$ cat config.mk
export PLATFORM = sky130hd
export DESIGN_NAME = mem_tap
export DESIGN_NICKNAME = d
export VERILOG_FILES = /design/src/rtl/tap_pkg.sv /design/src/rtl/tap_fsm.sv /design/src/rtl/tap_ir.sv /design/src/rtl/tap_shift_reg.sv /design/src/rtl/mem_tap.sv
export SDC_FILE = /design/constraint.sdc
export NUM_CORES = 1
export LEC_CHECK = 0
export ABC_AREA = 1
export BUFFER_PORTS_ARGS = -buffer_cell sky130_fd_sc_hd__buf_4
export CAP_MARGIN = 5
export CELL_PAD_IN_SITES_DETAIL_PLACEMENT = 0
export CELL_PAD_IN_SITES_GLOBAL_PLACEMENT = 1
export CORE_MARGIN = 5
export CORE_UTILIZATION = 39
export CTS_BUF_LIST = sky130_fd_sc_hd__clkbuf_16
export DETAILED_ROUTE_END_ITERATION = 6
export PLACE_DENSITY_LB_ADDON = 0.1
export SLEW_MARGIN = 20
export SYNTH_ARGS = -nofsm -noshare
export SYNTH_HDL_FRONTEND = slang
export SYNTH_HIERARCHICAL = 1
export SYNTH_SLANG_ARGS = --single-unit
$ cat constraint.sdc
create_clock -name tck -period 1.9 [get_ports tck]
set_clock_uncertainty 0.15 [all_clocks]
set_input_delay 0.475 -clock tck [delete_from_list [all_inputs] [get_ports tck]]
set_output_delay 0.475 -clock tck [all_outputs]
set_load 0.02 [all_outputs]
$ cat src/rtl/tap_pkg.sv
package tap_pkg;

  typedef enum logic [3:0] {
    ST_TLR, ST_RTI, ST_SEL_DR, ST_CAP_DR, ST_SH_DR, ST_EX1_DR, ST_PAU_DR, ST_EX2_DR,
    ST_UPD_DR, ST_SEL_IR, ST_CAP_IR, ST_SH_IR, ST_EX1_IR, ST_PAU_IR, ST_EX2_IR, ST_UPD_IR
  } tap_state_e;

  typedef enum logic [1:0] {PATH_BYP, PATH_ID, PATH_BND} dr_path_e;

  localparam int IR_W = 3;
  localparam int ID_W = 32;
  localparam logic [IR_W-1:0] OP_FLOAT_A = 3'b000;
  localparam logic [IR_W-1:0] OP_IDENT   = 3'b001;
  localparam logic [IR_W-1:0] OP_FLOAT_B = 3'b010;
  localparam logic [IR_W-1:0] OP_PROBE   = 3'b100;
  localparam logic [IR_W-1:0] OP_PASS    = 3'b111;
  localparam logic [IR_W-1:0] IR_CAPTURE = 3'b001;

  function automatic tap_state_e tap_next(input tap_state_e s, input logic m);
    case (s)
      ST_TLR:    return m ? ST_TLR    : ST_RTI;
      ST_RTI:    return m ? ST_SEL_DR : ST_RTI;
      ST_SEL_DR: return m ? ST_SEL_IR : ST_CAP_DR;
      ST_CAP_DR: return m ? ST_EX1_DR : ST_SH_DR;
      ST_SH_DR:  return m ? ST_EX1_DR : ST_SH_DR;
      ST_EX1_DR: return m ? ST_UPD_DR : ST_PAU_DR;
      ST_PAU_DR: return m ? ST_EX2_DR : ST_PAU_DR;
      ST_EX2_DR: return m ? ST_UPD_DR : ST_SH_DR;
      ST_UPD_DR: return m ? ST_SEL_DR : ST_RTI;
      ST_SEL_IR: return m ? ST_TLR    : ST_CAP_IR;
      ST_CAP_IR: return m ? ST_EX1_IR : ST_SH_IR;
      ST_SH_IR:  return m ? ST_EX1_IR : ST_SH_IR;
      ST_EX1_IR: return m ? ST_UPD_IR : ST_PAU_IR;
      ST_PAU_IR: return m ? ST_EX2_IR : ST_PAU_IR;
      ST_EX2_IR: return m ? ST_UPD_IR : ST_SH_IR;
      default:   return m ? ST_SEL_DR : ST_RTI;
    endcase
  endfunction

endpackage

$ cat src/rtl/tap_fsm.sv
module tap_fsm
  import tap_pkg::*;
(
  input  logic       tck,
  input  logic       por_n,
  input  logic       tms,
  output tap_state_e state
);

  always_ff @(posedge tck or negedge por_n) begin
    if (!por_n) state <= ST_TLR;
    else        state <= tap_next(state, tms);
  end

  // Checker: run of TMS-high edges, saturating at five.
  logic [2:0] high_run;
  always_ff @(posedge tck or negedge por_n) begin
    if (!por_n)            high_run <= 3'd0;
    else if (!tms)         high_run <= 3'd0;
    else if (high_run < 5) high_run <= high_run + 3'd1;
  end

  assert_five_high_reset_R2: assert property (@(posedge tck) disable iff (!por_n)
    (high_run == 3'd5) |-> (state == ST_TLR));

endmodule

$ cat src/rtl/tap_ir.sv
module tap_ir
  import tap_pkg::*;
(
  input  logic            tck,
  input  logic            por_n,
  input  logic            tdi,
  input  tap_state_e      state,
  output logic [IR_W-1:0] ir_q,
  output logic            ir_so,
  output dr_path_e        dr_path,
  output logic            dq_hiz
);

  logic [IR_W-1:0] ir_sh;

  always_ff @(posedge tck or negedge por_n) begin
    if (!por_n) ir_sh <= IR_CAPTURE;
    else if (state == ST_CAP_IR) ir_sh <= IR_CAPTURE;
    else if (state == ST_SH_IR)  ir_sh <= {tdi, ir_sh[IR_W-1:1]};
  end

  always_ff @(posedge tck or negedge por_n) begin
    if (!por_n) ir_q <= OP_IDENT;
    else if (state == ST_TLR)    ir_q <= OP_IDENT;
    else if (state == ST_UPD_IR) ir_q <= ir_sh;
  end

  assign ir_so = ir_sh[0];

  always_comb begin
    case (ir_q)
      OP_IDENT:               begin dr_path = PATH_ID;  dq_hiz = 1'b0; end
      OP_FLOAT_A, OP_FLOAT_B: begin dr_path = PATH_BND; dq_hiz = 1'b1; end
      OP_PROBE:               begin dr_path = PATH_BND; dq_hiz = 1'b0; end
      default:                begin dr_path = PATH_BYP; dq_hiz = 1'b0; end
    endcase
  end

  assert_reset_selects_ident_R1: assert property (@(posedge tck) disable iff (!por_n)
    (state == ST_TLR) |=> (ir_q == OP_IDENT));

  assert_ir_holds_outside_update_R3: assert property (@(posedge tck) disable iff (!por_n)
    (state != ST_TLR && state != ST_UPD_IR) |=> $stable(ir_q));

endmodule

$ cat src/rtl/tap_shift_reg.sv
module tap_shift_reg #(
  parameter int W = 8
) (
  input  logic         tck,
  input  logic         por_n,
  input  logic         cap_en,
  input  logic         sh_en,
  input  logic         tdi,
  input  logic [W-1:0] cap_val,
  output logic         so
);

  logic [W-1:0] q;

  generate
    if (W == 1) begin : g_single
      always_ff @(posedge tck or negedge por_n) begin
        if (!por_n)      q <= '0;
        else if (cap_en) q <= cap_val;
        else if (sh_en)  q <= tdi;
      end
    end else begin : g_chain
      always_ff @(posedge tck or negedge por_n) begin
        if (!por_n)      q <= '0;
        else if (cap_en) q <= cap_val;
        else if (sh_en)  q <= {tdi, q[W-1:1]};
      end
    end
  endgenerate

  assign so = q[0];

  assert_cells_hold_when_idle_R8: assert property (@(posedge tck) disable iff (!por_n)
    (!cap_en && !sh_en) |=> $stable(q));

endmodule

$ cat src/rtl/mem_tap.sv
module mem_tap
  import tap_pkg::*;
#(
  parameter int          BS_LEN  = 70,
  parameter logic [3:0]  ID_REV  = 4'h2,
  parameter logic [9:0]  ID_DENS = 10'h1A6,
  parameter logic [5:0]  ID_VEND = 6'h15,
  parameter logic [10:0] ID_MFR  = 11'h2B5
) (
  input  logic              tck,
  input  logic              por_n,
  input  logic              tms,
  input  logic              tdi,
  input  logic [BS_LEN-1:0] pin_sample,
  output logic              tdo,
  output logic              tdo_oe,
  output logic              dq_hiz
);

  localparam logic [ID_W-1:0] ID_WORD = {ID_REV, ID_DENS, ID_VEND, ID_MFR, 1'b1};

  tap_state_e      state;
  logic [IR_W-1:0] ir_q;
  logic            ir_so;
  dr_path_e        dr_path;
  logic            byp_so, id_so, bnd_so, dr_so;
  logic            cap_dr, sh_dr;

  tap_fsm u_fsm (.tck(tck), .por_n(por_n), .tms(tms), .state(state));

  tap_ir u_ir (
    .tck(tck), .por_n(por_n), .tdi(tdi), .state(state),
    .ir_q(ir_q), .ir_so(ir_so), .dr_path(dr_path), .dq_hiz(dq_hiz)
  );

  assign cap_dr = (state == ST_CAP_DR);
  assign sh_dr  = (state == ST_SH_DR);

  tap_shift_reg #(.W(1)) u_byp (
    .tck(tck), .por_n(por_n), .cap_en(cap_dr && dr_path == PATH_BYP),
    .sh_en(sh_dr && dr_path == PATH_BYP), .tdi(tdi), .cap_val(1'b0), .so(byp_so)
  );

  tap_shift_reg #(.W(ID_W)) u_id (
    .tck(tck), .por_n(por_n), .cap_en(cap_dr && dr_path == PATH_ID),
    .sh_en(sh_dr && dr_path == PATH_ID), .tdi(tdi), .cap_val(ID_WORD), .so(id_so)
  );

  tap_shift_reg #(.W(BS_LEN)) u_bnd (
    .tck(tck), .por_n(por_n), .cap_en(cap_dr && dr_path == PATH_BND),
    .sh_en(sh_dr && dr_path == PATH_BND), .tdi(tdi), .cap_val(pin_sample), .so(bnd_so)
  );

  always_comb begin
    case (dr_path)
      PATH_ID:  dr_so = id_so;
      PATH_BND: dr_so = bnd_so;
      default:  dr_so = byp_so;
    endcase
  end

  always_ff @(negedge tck or negedge por_n) begin
    if (!por_n) begin
      tdo    <= 1'b0;
      tdo_oe <= 1'b0;
    end else if (state == ST_SH_IR) begin
      tdo    <= ir_so;
      tdo_oe <= 1'b1;
    end else if (state == ST_SH_DR) begin
      tdo    <= dr_so;
      tdo_oe <= 1'b1;
    end else begin
      tdo    <= 1'b0;
      tdo_oe <= 1'b0;
    end
  end

  assert_oe_only_in_shift_R9: assert property (@(posedge tck) disable iff (!por_n)
    tdo_oe |-> (state == ST_SH_IR || state == ST_SH_DR));

  assert_float_needs_boundary_R5: assert property (@(posedge tck) disable iff (!por_n)
    dq_hiz |-> (dr_path == PATH_BND));

endmodule

==> impl_metrics.tcl <==
set metrics [dict create \
    status "finished, violations left" \
    violations "setup timing" \
    initial_core_util_pct 39.40 \
    setup.worst_path.end_class "flop" \
    syn_area_um2 5683 \
    grt_overflow 0 \
    rsz0062_at_grt "true" \
    crit_required_ns 1.04 \
    cts_num_sinks 115 \
    drv_cap 0 \
    synth_edf_count 0 \
    synth.area.top_cells "dfrtp_1 49%, nand3_1 19%, nand2_1 16%, buf_2 2.1%, buf_6 1.8%" \
    firstDrtPassIters 5 \
    ant_nets 0 \
    yosysSeqAreaShare_pct 50.68 \
    postSynthCellCount 714 \
    dp_hpwl_mm 8.730 \
    start_kind "flop" \
    yosys-top-cells-count "248 x nand2_1, 219 x nand3_1, 111 x dfrtp_1" \
    setup_slack_ns -0.7441 \
    cts_tree "done" \
    grt_pass1_vias 5290 \
    path_max_fanout 2 \
    remaining_drc_errors 0 \
    antenna_cells 0 \
    die_y_um 130.7 \
    clkSlewWorstSetupHoldPaths_ns 0.05 \
    final_nets 961 \
    slew_violations 0 \
    port_buffers 76 \
    clockRootBuffer "clkbuf_16" \
    worstPathArrival_ns 1.78 \
    ys_seq_elements 115 \
    report.power.total_mw 11.23 \
    vias 5506 \
    top_usage_layer "met2" \
    slew_headroom_pct 59.22 \
    pwr_density_cell_nw_per_um2 1267 \
    grtUsageMet2_pct 33.50 \
    antenna_found_initial 0 \
    synthArstFlopShare_pct 100.0 \
    io_pins 77 \
    rows 44 \
    static-leakage-power_nw 4.262 \
    drt-total-wl_mm 18.00 \
    viasPerCell 5.103 \
    final-hold-violation-count 0 \
    synth_warnings 6 \
    synth_top_area_share_pct 48.88 \
    drtIter0Drc 364 \
    grt_use_met1_pct 27.16 \
    synth_cell_types 28 \
    ys.flop_type "dfrtp_1" \
    fp.dieW_um 130.7 \
    core_um2 14420 \
    syn_avg_cell_area_um2 7.959 \
    area_delta_synth_final_pct 55.90 \
    grtUsageMet3_pct 5.122 \
    clk_path_buf_depth 2 \
    groute.usage.overall_pct 20.83 \
    setup_violations 106 \
    grt_pass1_wl_mm 27.32 \
    wl_per_cell_um 16.68 \
    gp_congestion 0.7612 \
    dp_cells 991 \
    synth_top_cell_by_area "dfrtp_1" \
    final_cells 1079 \
    hold_path.class "in2async" \
    ir_drop_mv 0.7663 \
    clk_latency_ns 0.40 \
    grt_max_degree 114 \
    crit_type "reg2reg" \
    post-synth-top-count-cell "nand2_1" \
    die_area_um2 17090 \
    cts_made_buffers 17 \
    htree_levels 4 \
    worst_pin_slew_ns 0.6117 \
    drive_above_1_share_pct 35.20 \
]
==> through the flow <==
stage	hold WS [ns]	setup slack [ns]	instance area, µm²	TNS, ns	util (%)
2_1_floorplan	0.02941	-0.7295	5816	-1.170	-
3_3_place_gp	0.3145	-0.7323	6740	-14.20	46.73
3_5_place_dp	0.3195	-0.7511	6740	-17.44	46.73
4_1_cts	0.09428	-0.7408	8283	-23.40	57.43
5_1_grt	0.1189	-0.8123	8860	-30.41	61.42
6_report	0.05245	-0.7441	8860	-21.19	61.42
==> path summary, 6_finish.rpt <==
check / slack [ns] / endpoint / startpoint / cells after the start
min in group tck: 0.13 / u_bnd/q[63] / pin_sample[63] / 3
worst max-delay path: -0.74 / tdo / u_ir/ir_q[0] / 6
worst min-delay path: 0.05 / u_bnd/q[59] / por_n / 2
max in group asynchronous: 0.88 / tdo / por_n / 1
worst min register to register: 0.33 / u_id/q[18] / u_id/q[18] / 2
worst max register to register: -0.74 / tdo / u_ir/ir_q[0] / 6
==> cell usage in the layout, fill, tap and decap left out, types with 6 or more instances in the layout <==
master / synthesis / layout
buf_12: 0 / 26
buf_16: 0 / 18
buf_4: 12 / 89
buf_6: 9 / 23
clkbuf_16: 0 / 24
conb_1: 2 / 33
dfrtp_1: 111 / 106
inv_1: 24 / 26
inv_2: 7 / 7
nand2_1: 248 / 207
nand2_2: 5 / 40
nand2_4: 0 / 6
nand3_1: 219 / 176
nand3_2: 1 / 44
nor2_1: 14 / 11
nor2_4: 1 / 7
==> flip-flops by register name, indices dropped and copies added (netlist names) <==
name         cells
u_byp/so         1
u_bnd/q         70
tdo_oe           1
tdo              1
u_ir/ir_sh       3
u_fsm/state      4
u_id/q          32
u_ir/ir_q        3
==> report_power, final <==
group / internal (mW) / leakage, nW / switching, mW / total, mW
Clock: 1.73 / 0.267 / 1.05 / 2.78
Combinational: 1.94 / 2.67 / 2.13 / 4.07
Sequential: 3.65 / 1.33 / 0.732 / 4.38
==> metal layers <==
layer  share of wire (%)  up-vias
met5                   0        -
met3                 5.2       23
met2                  50      152
met1                  42     2668
met4                 1.9        0
li1                    -     2663
==> worst max-delay path, cell delays in order, from the launching register on <==
cell	delay [ns]
dfstp_2	0.53
nor3b_4	0.22
inv_2	0.08
ha_4	0.22
or2_4	0.23
nand3_2	0.06
nand2_1	0.04
==> final cells by class <==
cell class	instances	area, µm²
Clock buffer	17	425.4
Clock inverter	13	82.58
Fill cell	1210	5564
Inverter	33	143.9
Multi-Input combinational cell	552	2925
Sequential cell	115	2887
Tap cell	184	230.2
Timing Repair Buffer	165	2166
==> cells by family (layout without fill, tap and decap cells) <==
family	count (synthesis)	in the layout	share of synthesized area, %
AO/OA/AOI/OAI	12	12	1.101
adder cells (fa/ha/maj)	3	3	0.6606
buffers and inverters	78	228	7.706
flip-flops	115	115	50.68
other	2	33	0.1321
AND/OR/NAND/NOR	504	504	39.72
==> timing repair <==
| action | in CTS | in global routing |
|---|---|---|
| hold buffers | 0 | 0 |
| gates resized for setup | 52 | 118 |
| cloned | 21 | 7 |
| buffers inserted | 26 | 6 |
| pin swaps | 8 | 13 |
| endpoints found under the setup margin | 107 | 107 |
(Power assumes the default switching activity.)
